==> src/rtl/ctrl_pin_pkg.sv <==
package ctrl_pin_pkg;
  typedef enum logic [1:0] {
    PIN_RESET = 2'b00,
    PIN_SYNC  = 2'b01,
    PIN_RSVD  = 2'b10,
    PIN_PDOWN = 2'b11
  } pin_mode_e;
endpackage

==> src/rtl/pin_sync.sv <==
module pin_sync #(
  parameter int STAGES = 2
) (
  input  logic clk_i,
  input  logic rst_ni,
  input  logic d_i,
  output logic q_o
);
  logic [STAGES-1:0] s_q;

  always_ff @(posedge clk_i or negedge rst_ni) begin
    if (!rst_ni) s_q <= '1;   // released pin level
    else         s_q <= {s_q[STAGES-2:0], d_i};
  end

  assign q_o = s_q[STAGES-1];
endmodule

==> src/rtl/rst_release.sv <==
module rst_release #(
  parameter int STAGES = 2
) (
  input  logic clk_i,
  input  logic rst_ni,
  input  logic arst_ni,
  output logic rst_active_o,
  output logic release_pulse_o
);
  logic [STAGES-1:0] r_q;
  logic              done_d_q;
  logic              pulse_q;

  // async assert, synchronized deassert
  always_ff @(posedge clk_i or negedge arst_ni) begin
    if (!arst_ni) r_q <= '0;
    else          r_q <= {r_q[STAGES-2:0], 1'b1};
  end

  always_ff @(posedge clk_i or negedge rst_ni) begin
    if (!rst_ni) begin
      done_d_q <= 1'b0;
      pulse_q  <= 1'b0;
    end else begin
      done_d_q <= r_q[STAGES-1];
      pulse_q  <= r_q[STAGES-1] & ~done_d_q;
    end
  end

  assign rst_active_o    = ~r_q[STAGES-1];
  assign release_pulse_o = pulse_q;

  a_r3_pulse_single: assert property (@(posedge clk_i) disable iff (!rst_ni)
    pulse_q |=> !pulse_q);
  a_r2_release_synced: assert property (@(posedge clk_i) disable iff (!rst_ni)
    $rose(r_q[STAGES-1]) |-> $past(r_q[STAGES-2]));
  a_r3_pulse_after_release: assert property (@(posedge clk_i) disable iff (!rst_ni)
    $rose(pulse_q) |-> $past(rst_active_o == 1'b0) && $past(done_d_q == 1'b0));
endmodule

==> src/rtl/ctrl_pin_seq.sv <==
module ctrl_pin_seq
  import ctrl_pin_pkg::*;
#(
  parameter int SYNC_STAGES = 2
) (
  input  logic       clk_i,
  input  logic       rst_ni,
  input  logic       pin_ni,
  input  logic [1:0] mode_i,
  output logic       reset_defaults_o,
  output logic       sync_no,
  output logic       powerdown_o
);
  logic pin_s;
  logic mode_rst;
  logic mode_pd;
  logic arst_n;
  logic rst_active;
  logic rel_pulse;

  assign mode_rst = (pin_mode_e'(mode_i) == PIN_RESET);
  assign mode_pd  = (pin_mode_e'(mode_i) == PIN_PDOWN);

  pin_sync #(.STAGES(SYNC_STAGES)) u_pin_sync (
    .clk_i  (clk_i),
    .rst_ni (rst_ni),
    .d_i    (pin_ni),
    .q_o    (pin_s)
  );

  // raw pin bypasses synchronizer for assertion
  assign arst_n = rst_ni & ~(mode_rst & ~pin_ni);

  rst_release #(.STAGES(SYNC_STAGES)) u_rst_release (
    .clk_i           (clk_i),
    .rst_ni          (rst_ni),
    .arst_ni         (arst_n),
    .rst_active_o    (rst_active),
    .release_pulse_o (rel_pulse)
  );

  assign reset_defaults_o = rst_active;
  assign sync_no          = pin_s & ~rel_pulse;  // sync hold active in all modes
  assign powerdown_o      = mode_pd & ~pin_s;

  a_r1_async_defaults: assert property (@(posedge clk_i) disable iff (!rst_ni)
    (mode_rst && !pin_ni) |-> reset_defaults_o);
  a_r4_sync_follows_pin: assert property (@(posedge clk_i) disable iff (!rst_ni)
    $fell(pin_s) |-> !sync_no);
  a_r5_pd_holds_sync: assert property (@(posedge clk_i) disable iff (!rst_ni)
    powerdown_o |-> !sync_no);
endmodule

==> config.mk <==
export PLATFORM = sky130hd
export DESIGN_NAME = ctrl_pin_seq
export DESIGN_NICKNAME = d
export VERILOG_FILES = /design/src/rtl/ctrl_pin_pkg.sv /design/src/rtl/pin_sync.sv /design/src/rtl/rst_release.sv /design/src/rtl/ctrl_pin_seq.sv
export SDC_FILE = /design/constraint.sdc
export NUM_CORES = 1
export LEC_CHECK = 0
export ABC_CLOCK_PERIOD_IN_PS = 1200
export BUFFER_PORTS_ARGS = -buffer_cell sky130_fd_sc_hd__buf_2
export CAP_MARGIN = 10
export CORE_AREA = 3 3 40 42
export DETAILED_ROUTE_END_ITERATION = 10
export DIE_AREA = 0 0 43 45
export HOLD_SLACK_MARGIN = 0.05
export PLACE_DENSITY = 0.33
export SLEW_MARGIN = 30
export SYNTH_ARGS = -nofsm -noshare
export SYNTH_HDL_FRONTEND = slang
export SYNTH_SLANG_ARGS = --single-unit
==> constraint.sdc <==
create_clock -name clk_i -period 1.2 [get_ports clk_i]
set_clock_uncertainty 0.1 [all_clocks]
set_input_delay 0.06 -clock clk_i [delete_from_list [all_inputs] [get_ports clk_i]]
set_output_delay 0.06 -clock clk_i [all_outputs]
set_load 0.01 [all_outputs]
Word-level counts from Yosys, hierarchy flattened:

Cells that the tools add are included.

* eq/ne operators: 1
* bitwise logic cells: 11
* reductions and logical operators: 1

Operators with widths (count)
* inverter 1 bit: 6
* bitwise AND 1 bit: 5
* equality test 2 bit, second input constant: 1
* logical NOT 2 bit: 1

* flip-flop bits (word level): 6
* input port bits: 5
* output and inout port bits: 3
* logic and storage cells: 17

Logic depth before layout (Yosys ltp):

Gate-level depths: netlist (run 1).

* depth in word-level cells: 4
* gate-level depth with buffers: 1
* mapped depth without buffers: 1

Modules after synthesis:

A second synthesis (run 1) with hierarchy kept.

* cell total of the unflattened synthesis: 12
* area, all modules: 198.9 µm²

Modules (own cells, without submodules)
* rst_release: instances 1, cells each 7, area each 121.4 µm², sequential area each 100.1 µm²
* pin_sync: instances 1, cells each 2, area each 52.6 µm², sequential area each 52.6 µm²
* ctrl_pin_seq: instances 1, cells each 3, area each 25.0 µm², sequential area each 0.0 µm²

Worst setup path before layout (run 1):

OpenSTA, ideal clock, no wires.

* path kind: register to output
* start: reg u_pin_sync.s_q[1]
* end: out powerdown_o
* data arrival time: 0.708 ns
* required time: 1.040 ns
* path slack: 0.332 ns
* stages on the path, launching flop included: 2
* buffers on the path: 0
* cell sequence: dfstp_2 > and3b_2

* longest elaborated chain between the ends: 2

Ends and longest elaborated chain
* start: declaration: line pin_sync.sv:9 `logic [STAGES-1:0] s_q;`
* start signal: assignment: line pin_sync.sv:13 `else s_q <= {s_q[STAGES-2:0], d_i};`
* inverter 1 bit: line ctrl_pin_seq.sv:44 `assign powerdown_o = mode_pd & ~pin_s;`
* bitwise AND 1 bit: line ctrl_pin_seq.sv:44
* end: declaration: line ctrl_pin_seq.sv:12 `output logic powerdown_o`

Every way passes these cells.

Worst setup path after layout (run 1):

Same ends and word-level chain as after synthesis.

==> results of run 1 <==
==> registers in the layout (all words and copies together) (netlist names) <==
name,flops
u_pin_sync.s_q,2
u_rst_release.done_d_q,1
u_rst_release.r_q,2
u_rst_release.release_pulse_o,1
==> area by class of cell <==
cell class / instances / area share, %
clock buffer: 3 / 7.41
inverter: 1 / 1.23
multi-input combinational: 5 / 11.5
sequential: 6 / 50.2
tap: 15 / 6.17
timing repair buffer: 10 / 23.5
==> logic make-up (layout without fill, tap and decap cells) <==
| group | count (synthesis) | in the layout | synth area share, % |
|---|---|---|---|
| buffers and inverters | 1 | 14 | 1.96 |
| flip-flops | 6 | 6 | 79.7 |
| AND/OR/NAND/NOR | 3 | 3 | 11.8 |
| other | 1 | 1 | 1.96 |
| AO/OA/AOI/OAI | 1 | 1 | 4.58 |
==> metrics by stage <==
stage               power, uW  setup TNS [ns]
floorplan                 232               0
global route              470         -0.0950
global placement          248               0
detailed placement        249               0
finish                    432         -0.0244
CTS                       447         -0.0444
==> worst max-delay path: stages (launching register included) <==
cell,delay [ns]
dfstp_2,0.51
and3b_2,0.20
buf_6,0.12
==> cells in the final DEF, fill, tap and decap left out <==
master,netlist,final
and3b_2,1,1
buf_2,0,6
buf_6,0,1
clkbuf_4,0,3
conb_1,1,1
dfrtp_1,4,4
dfstp_2,2,2
dlygate4sd3_1,0,3
inv_1,1,1
nor2b_1,2,2
o31a_1,1,1
==> worst max path at each step <==
stage / from / end / slack [ns] / cells after the start
final: u_pin_sync.s_q[1]$_DFF_PN1_ / powerdown_o / -0.02 / 2
after floorplan: u_pin_sync.s_q[1]$_DFF_PN1_ / powerdown_o / 0.33 / 1
after global placement: u_pin_sync.s_q[1]$_DFF_PN1_ / powerdown_o / 0.22 / 2
after CTS: u_pin_sync.s_q[1]$_DFF_PN1_ / powerdown_o / -0.04 / 2
after detailed placement: u_pin_sync.s_q[1]$_DFF_PN1_ / powerdown_o / 0.21 / 2
after global routing: u_pin_sync.s_q[1]$_DFF_PN1_ / powerdown_o / -0.07 / 2
==> synth_stat cells <==
master / count / share of area (%)
dfrtp_1: 4 / 52
nor2b_1: 2 / 6.5
inv_1: 1 / 2.0
o31a_1: 1 / 4.6
conb_1: 1 / 2.0
dfstp_2: 2 / 27
and3b_2: 1 / 5.2
==> routing by layer <==
layer	wire length (microns)	track usage (%)	vias to the layer above
met1	116	4.68	61
met2	136	6.29	6
met4	8	5.42	0
met3	46	4.78	2
met5	0	0	-
li1	-	-	63
==> what timing repair did <==
item / in CTS / in global routing
gates resized for setup: 1 / 0
endpoints found under the hold margin: 7 / 0
cloned: 0 / 0
setup endpoints to repair: 1 / 2
hold buffers: 3 / 0
==> power breakdown <==
part           total, uW  switching, uW  internal [uW]
Combinational       35.3           14.2           21.2
Clock                178           65.2            113
Sequential           219           3.29            216
==> results.json, run 1 <==
{
  "status": "finished, violations left",
  "violations": "setup timing",
  "ant_nets": 0,
  "n_antenna_cell": 0,
  "place_ws_ns": 0.213,
  "maxSlewViolCount": 0,
  "num_vias": 132,
  "start_util_pct": 14.9,
  "cp_max_fo": 2,
  "dieHeight_microns": 45,
  "ff2ff_path_depth": 1,
  "numCtsBuffers": 3,
  "clk_latency_ns": 0.24,
  "rrSetupSlack_ns": 0.48,
  "fillers": 147,
  "holdWs_ns": 0.0659,
  "root_buffer": "clkbuf_4",
  "reg2reg_to": "u_rst_release.release_pulse_o$_DFF_PN0_",
  "nets": 32,
  "postSynthAreaPerCell_sq_um": 16.0,
  "drt_iter0_markers": 1,
  "grt_max_degree": 6,
  "cts_buffer_depth": 2,
  "fin_cells": 40,
  "hold_class": "in2async",
  "fmax_ghz": 0.817,
  "hold_violations": 0,
  "die_w_microns": 43,
  "fin_crit_sh_pct": 102,
  "grt_pass1_wl_microns": 621,
  "synth_area_sq_um": 191,
  "wl_microns": 308,
  "htreeDepth": 1,
  "rsz0062_at_grt": "true",
  "tritoncts": "built",
  "r2r-start": "u_rst_release.r_q[1]$_DFF_PN0_",
  "critPathKind": "reg2out",
  "vias_per_cell": 3.30,
  "max_cap_violations": 0,
  "fp-row-count": 13,
  "place.port_buffers": 7,
  "place_inst": 34,
  "drive_gt1_share_pct": 52.0,
  "syn-instance-count": 12,
  "synth_cell_types": 7,
  "numClockSinks": 6,
  "antenna_found_initial": 0,
  "area_delta_synth_final_pct": 58.8,
  "gp_congestion": 0.700,
  "routedWlPerCell_microns": 7.70,
  "fin_area_sq_um": 304,
  "cts.clk_slew.worst_paths_ns": 0.04,
  "syn-num-nets": 17,
  "fp.coreArea_sq_um": 1280,
  "multiInputGateArea_sq_um": 35.0,
  "die-area_sq_um": 1940,
  "crit_path_start_kind": "flop",
  "ff_latch_area_sq_um": 153,
  "ys_ff_latch": 6,
  "end_kind": "output pin",
  "cts_setup_buffers": 0,
  "power.density_nw_per_um2": 1420,
  "overflow": 0,
  "io_pins": 8,
  "placed_area_sq_um": 245,
  "peakVddDrop_uv": 403,
  "leakage_uw": 0.000148,
  "worstPathArrival_ns": 1.06,
  "ys_warn_count": 0,
  "ys_seq_area_share_pct": 79.7,
  "first_pass_iters": 2,
  "grt_usage_pct": 5.12,
  "grt_pass1_vias": 160,
  "drc": 0,
  "setup_viol": 1,
  "postLayoutCoreUtil_pct": 23.7,
  "final.min_clock_period_ns": 1.22,
  "required_ns": 1.04,
  "setup_ws_ns": -0.0244
}
Power figures use the tool's default switching activity.
==> inputs of run 2 (changes only) <==
--- a/config.mk
+++ b/config.mk
@@ -5,7 +5,7 @@
 export SDC_FILE = /design/constraint.sdc
 export NUM_CORES = 1
 export LEC_CHECK = 0
-export ABC_CLOCK_PERIOD_IN_PS = 1200
+export ABC_CLOCK_PERIOD_IN_PS = 1400
 export BUFFER_PORTS_ARGS = -buffer_cell sky130_fd_sc_hd__buf_2
 export CAP_MARGIN = 10
 export CORE_AREA = 3 3 40 42
==> constraint.sdc (replaced) <==
create_clock -name clk_i -period 1.4 [get_ports clk_i]
set_clock_uncertainty 0.1 [all_clocks]
set_input_delay 0.07 -clock clk_i [delete_from_list [all_inputs] [get_ports clk_i]]
set_output_delay 0.07 -clock clk_i [all_outputs]
set_load 0.01 [all_outputs]
==> run 2 against run 1 <==
The run now ends clean. First-iteration DRC count unchanged. Power decreased by 14%. Count of clock-buffer cells in the layout unchanged. Utilization decreased by 0.49 points. Combinational power decreased by 19%. Worst hold slack got worse by 0.0017 ns. Clock power decreased by 12%. Via count increased by 0.76%. Cell count unchanged. Cell area decreased by 2.1%.
==> results.json, run 2 (synthesis gave the netlist of run 1 again) <==
{
  "status": "complete, no violations",
  "die_w_microns": 43,
  "place_ws_ns": 0.402,
  "final.min_clock_period_ns": 1.25,
  "hold_class": "in2async",
  "grt_usage_pct": 4.70,
  "cp_max_fo": 2,
  "fin_area_sq_um": 298,
  "tns_ns": 0,
  "cts_buffer_depth": 2,
  "critPathKind": "reg2out",
  "reg_top3": "u_pin_sync.s_q: 2 flops, u_rst_release.r_q: 2 flops",
  "switching_share_pct": 19.8,
  "numCtsBuffers": 3,
  "vias_per_cell": 3.33,
  "leakage_uw": 0.000147,
  "first_pass_iters": 2,
  "n_antenna_cell": 0,
  "cp_slowest_cell": "dfstp_2",
  "rsz0062_at_grt": "false",
  "cpLargestDelayFamily": "flip-flops",
  "pwr-share-clk_pct": 41.8,
  "postLayoutCoreUtil_pct": 23.2,
  "fmax_ghz": 0.802,
  "place.port_buffers": 7,
  "num_vias": 133,
  "fin_cells": 40,
  "end_kind": "output pin",
  "htreeDepth": 1,
  "wl_microns": 310,
  "setup_ws_ns": 0.153,
  "critPathBufInv": 1,
  "required_ns": 1.23,
  "numClockSinks": 6,
  "clk_latency_ns": 0.24,
  "multiInputGateArea_sq_um": 35.0,
  "fillers": 147,
  "peakVddDrop_uv": 351,
  "io_pins": 8,
  "area_delta_synth_final_pct": 55.6,
  "grt_max_degree": 6,
  "power.density_nw_per_um2": 1250,
  "root_buffer": "clkbuf_4",
  "tritoncts": "built",
  "overflow": 0,
  "intPower_uw": 299,
  "final_cell_mix": "buf_2 (7), dfrtp_1 (4), clkbuf_4 (3), dlygate4sd3_1 (3)",
  "cts_resized": 0,
  "ff_latch_area_sq_um": 153,
  "start_util_pct": 14.9,
  "comb_power_share_pct": 7.7,
  "drc": 0,
  "ant_nets": 0,
  "maxSlewViolCount": 0,
  "crit_path_start_kind": "flop",
  "final_common_cell": "buf_2",
  "drt_iter0_markers": 1,
  "nets": 32,
  "hold_violations": 0,
  "antenna_found_initial": 0,
  "fp-row-count": 13,
  "drive_gt1_share_pct": 52.0,
  "dieHeight_microns": 45,
  "routedWlPerCell_microns": 7.75,
  "setup_viol": 0,
  "fin_crit_sh_pct": 89.1,
  "placed_area_sq_um": 245,
  "slowest_delay_ns": 0.51,
  "grt_pass1_wl_microns": 552,
  "worstPathCellList": "and3b_2 -> buf_2",
  "grt_pass1_vias": 140,
  "p_sw_uw": 73.6,
  "cts.clk_slew.worst_paths_ns": 0.04,
  "worstPathArrival_ns": 1.08,
  "place_inst": 34,
  "seq_power_share_pct": 50.5,
  "fp.coreArea_sq_um": 1280,
  "max_cap_violations": 0,
  "die-area_sq_um": 1940,
  "gp_congestion": 0.667
}
==> run 2: cell types whose count changed in the layout (fill, tap and decap cells not counted) <==
cell / previous run / this run
buf_2: 6 / 7
buf_6: 1 / 0
==> run 2: stage by stage <==
| stage | total power [uW] | hold slack (ns) |
|---|---|---|
| floorplan | 199 | -0.326 |
| global placement | 213 | -0.218 |
| detailed placement | 213 | -0.219 |
| CTS | 383 | 0.0624 |
| global route | 399 | 0.0726 |
| finish | 372 | 0.0642 |
==> run 2: per-layer routing <==
layer / up-vias / GRT usage [%] / share of wire [%]
met5: - / 0 / 0
met4: 0 / 5.42 / 2.6
met3: 2 / 4.78 / 13
met2: 6 / 5.09 / 41
met1: 62 / 4.43 / 43
li1: 63 / - / -
==> run 2: worst paths after layout <==
check,from,cells past startpoint,slack [ns],to
max,u_pin_sync.s_q[1]$_DFF_PN1_,2,0.15,powerdown_o
min,rst_ni,2,0.06,u_rst_release.release_pulse_o$_DFF_PN0_
max reg2reg,u_rst_release.r_q[1]$_DFF_PN0_,1,0.68,u_rst_release.release_pulse_o$_DFF_PN0_
min reg2reg,u_rst_release.r_q[0]$_DFF_PN0_,0,0.25,u_rst_release.r_q[1]$_DFF_PN0_
max in group asynchronous,rst_ni,4,0.30,u_rst_release.r_q[0]$_DFF_PN0_
min in group clk_i,u_rst_release.r_q[0]$_DFF_PN0_,0,0.25,u_rst_release.r_q[1]$_DFF_PN0_
==> run 2: cell type report <==
type / count / area share (%)
tap: 15 / 6.30
inverter: 1 / 1.26
clock buffer: 3 / 7.56
multi-input combinational: 5 / 11.8
timing repair buffer: 10 / 21.8
sequential: 6 / 51.3
==> run 2: power by group through the flow <==
stage                     registers, uW  clock network [uW]  logic (uW)
after floorplan                     190                   0        9.19
after global placement              190                   0        22.4
final                               188                 156        28.7
after CTS                           188                 165        29.5
after detailed placement            191                   0        22.6
after global routing                189                 177        32.6
==> run 2: repair_timing <==
item                                   4_1_cts  5_1_grt
setup buffers                                0        0
hold buffers                                 3        0
endpoints found under the hold margin        7        0
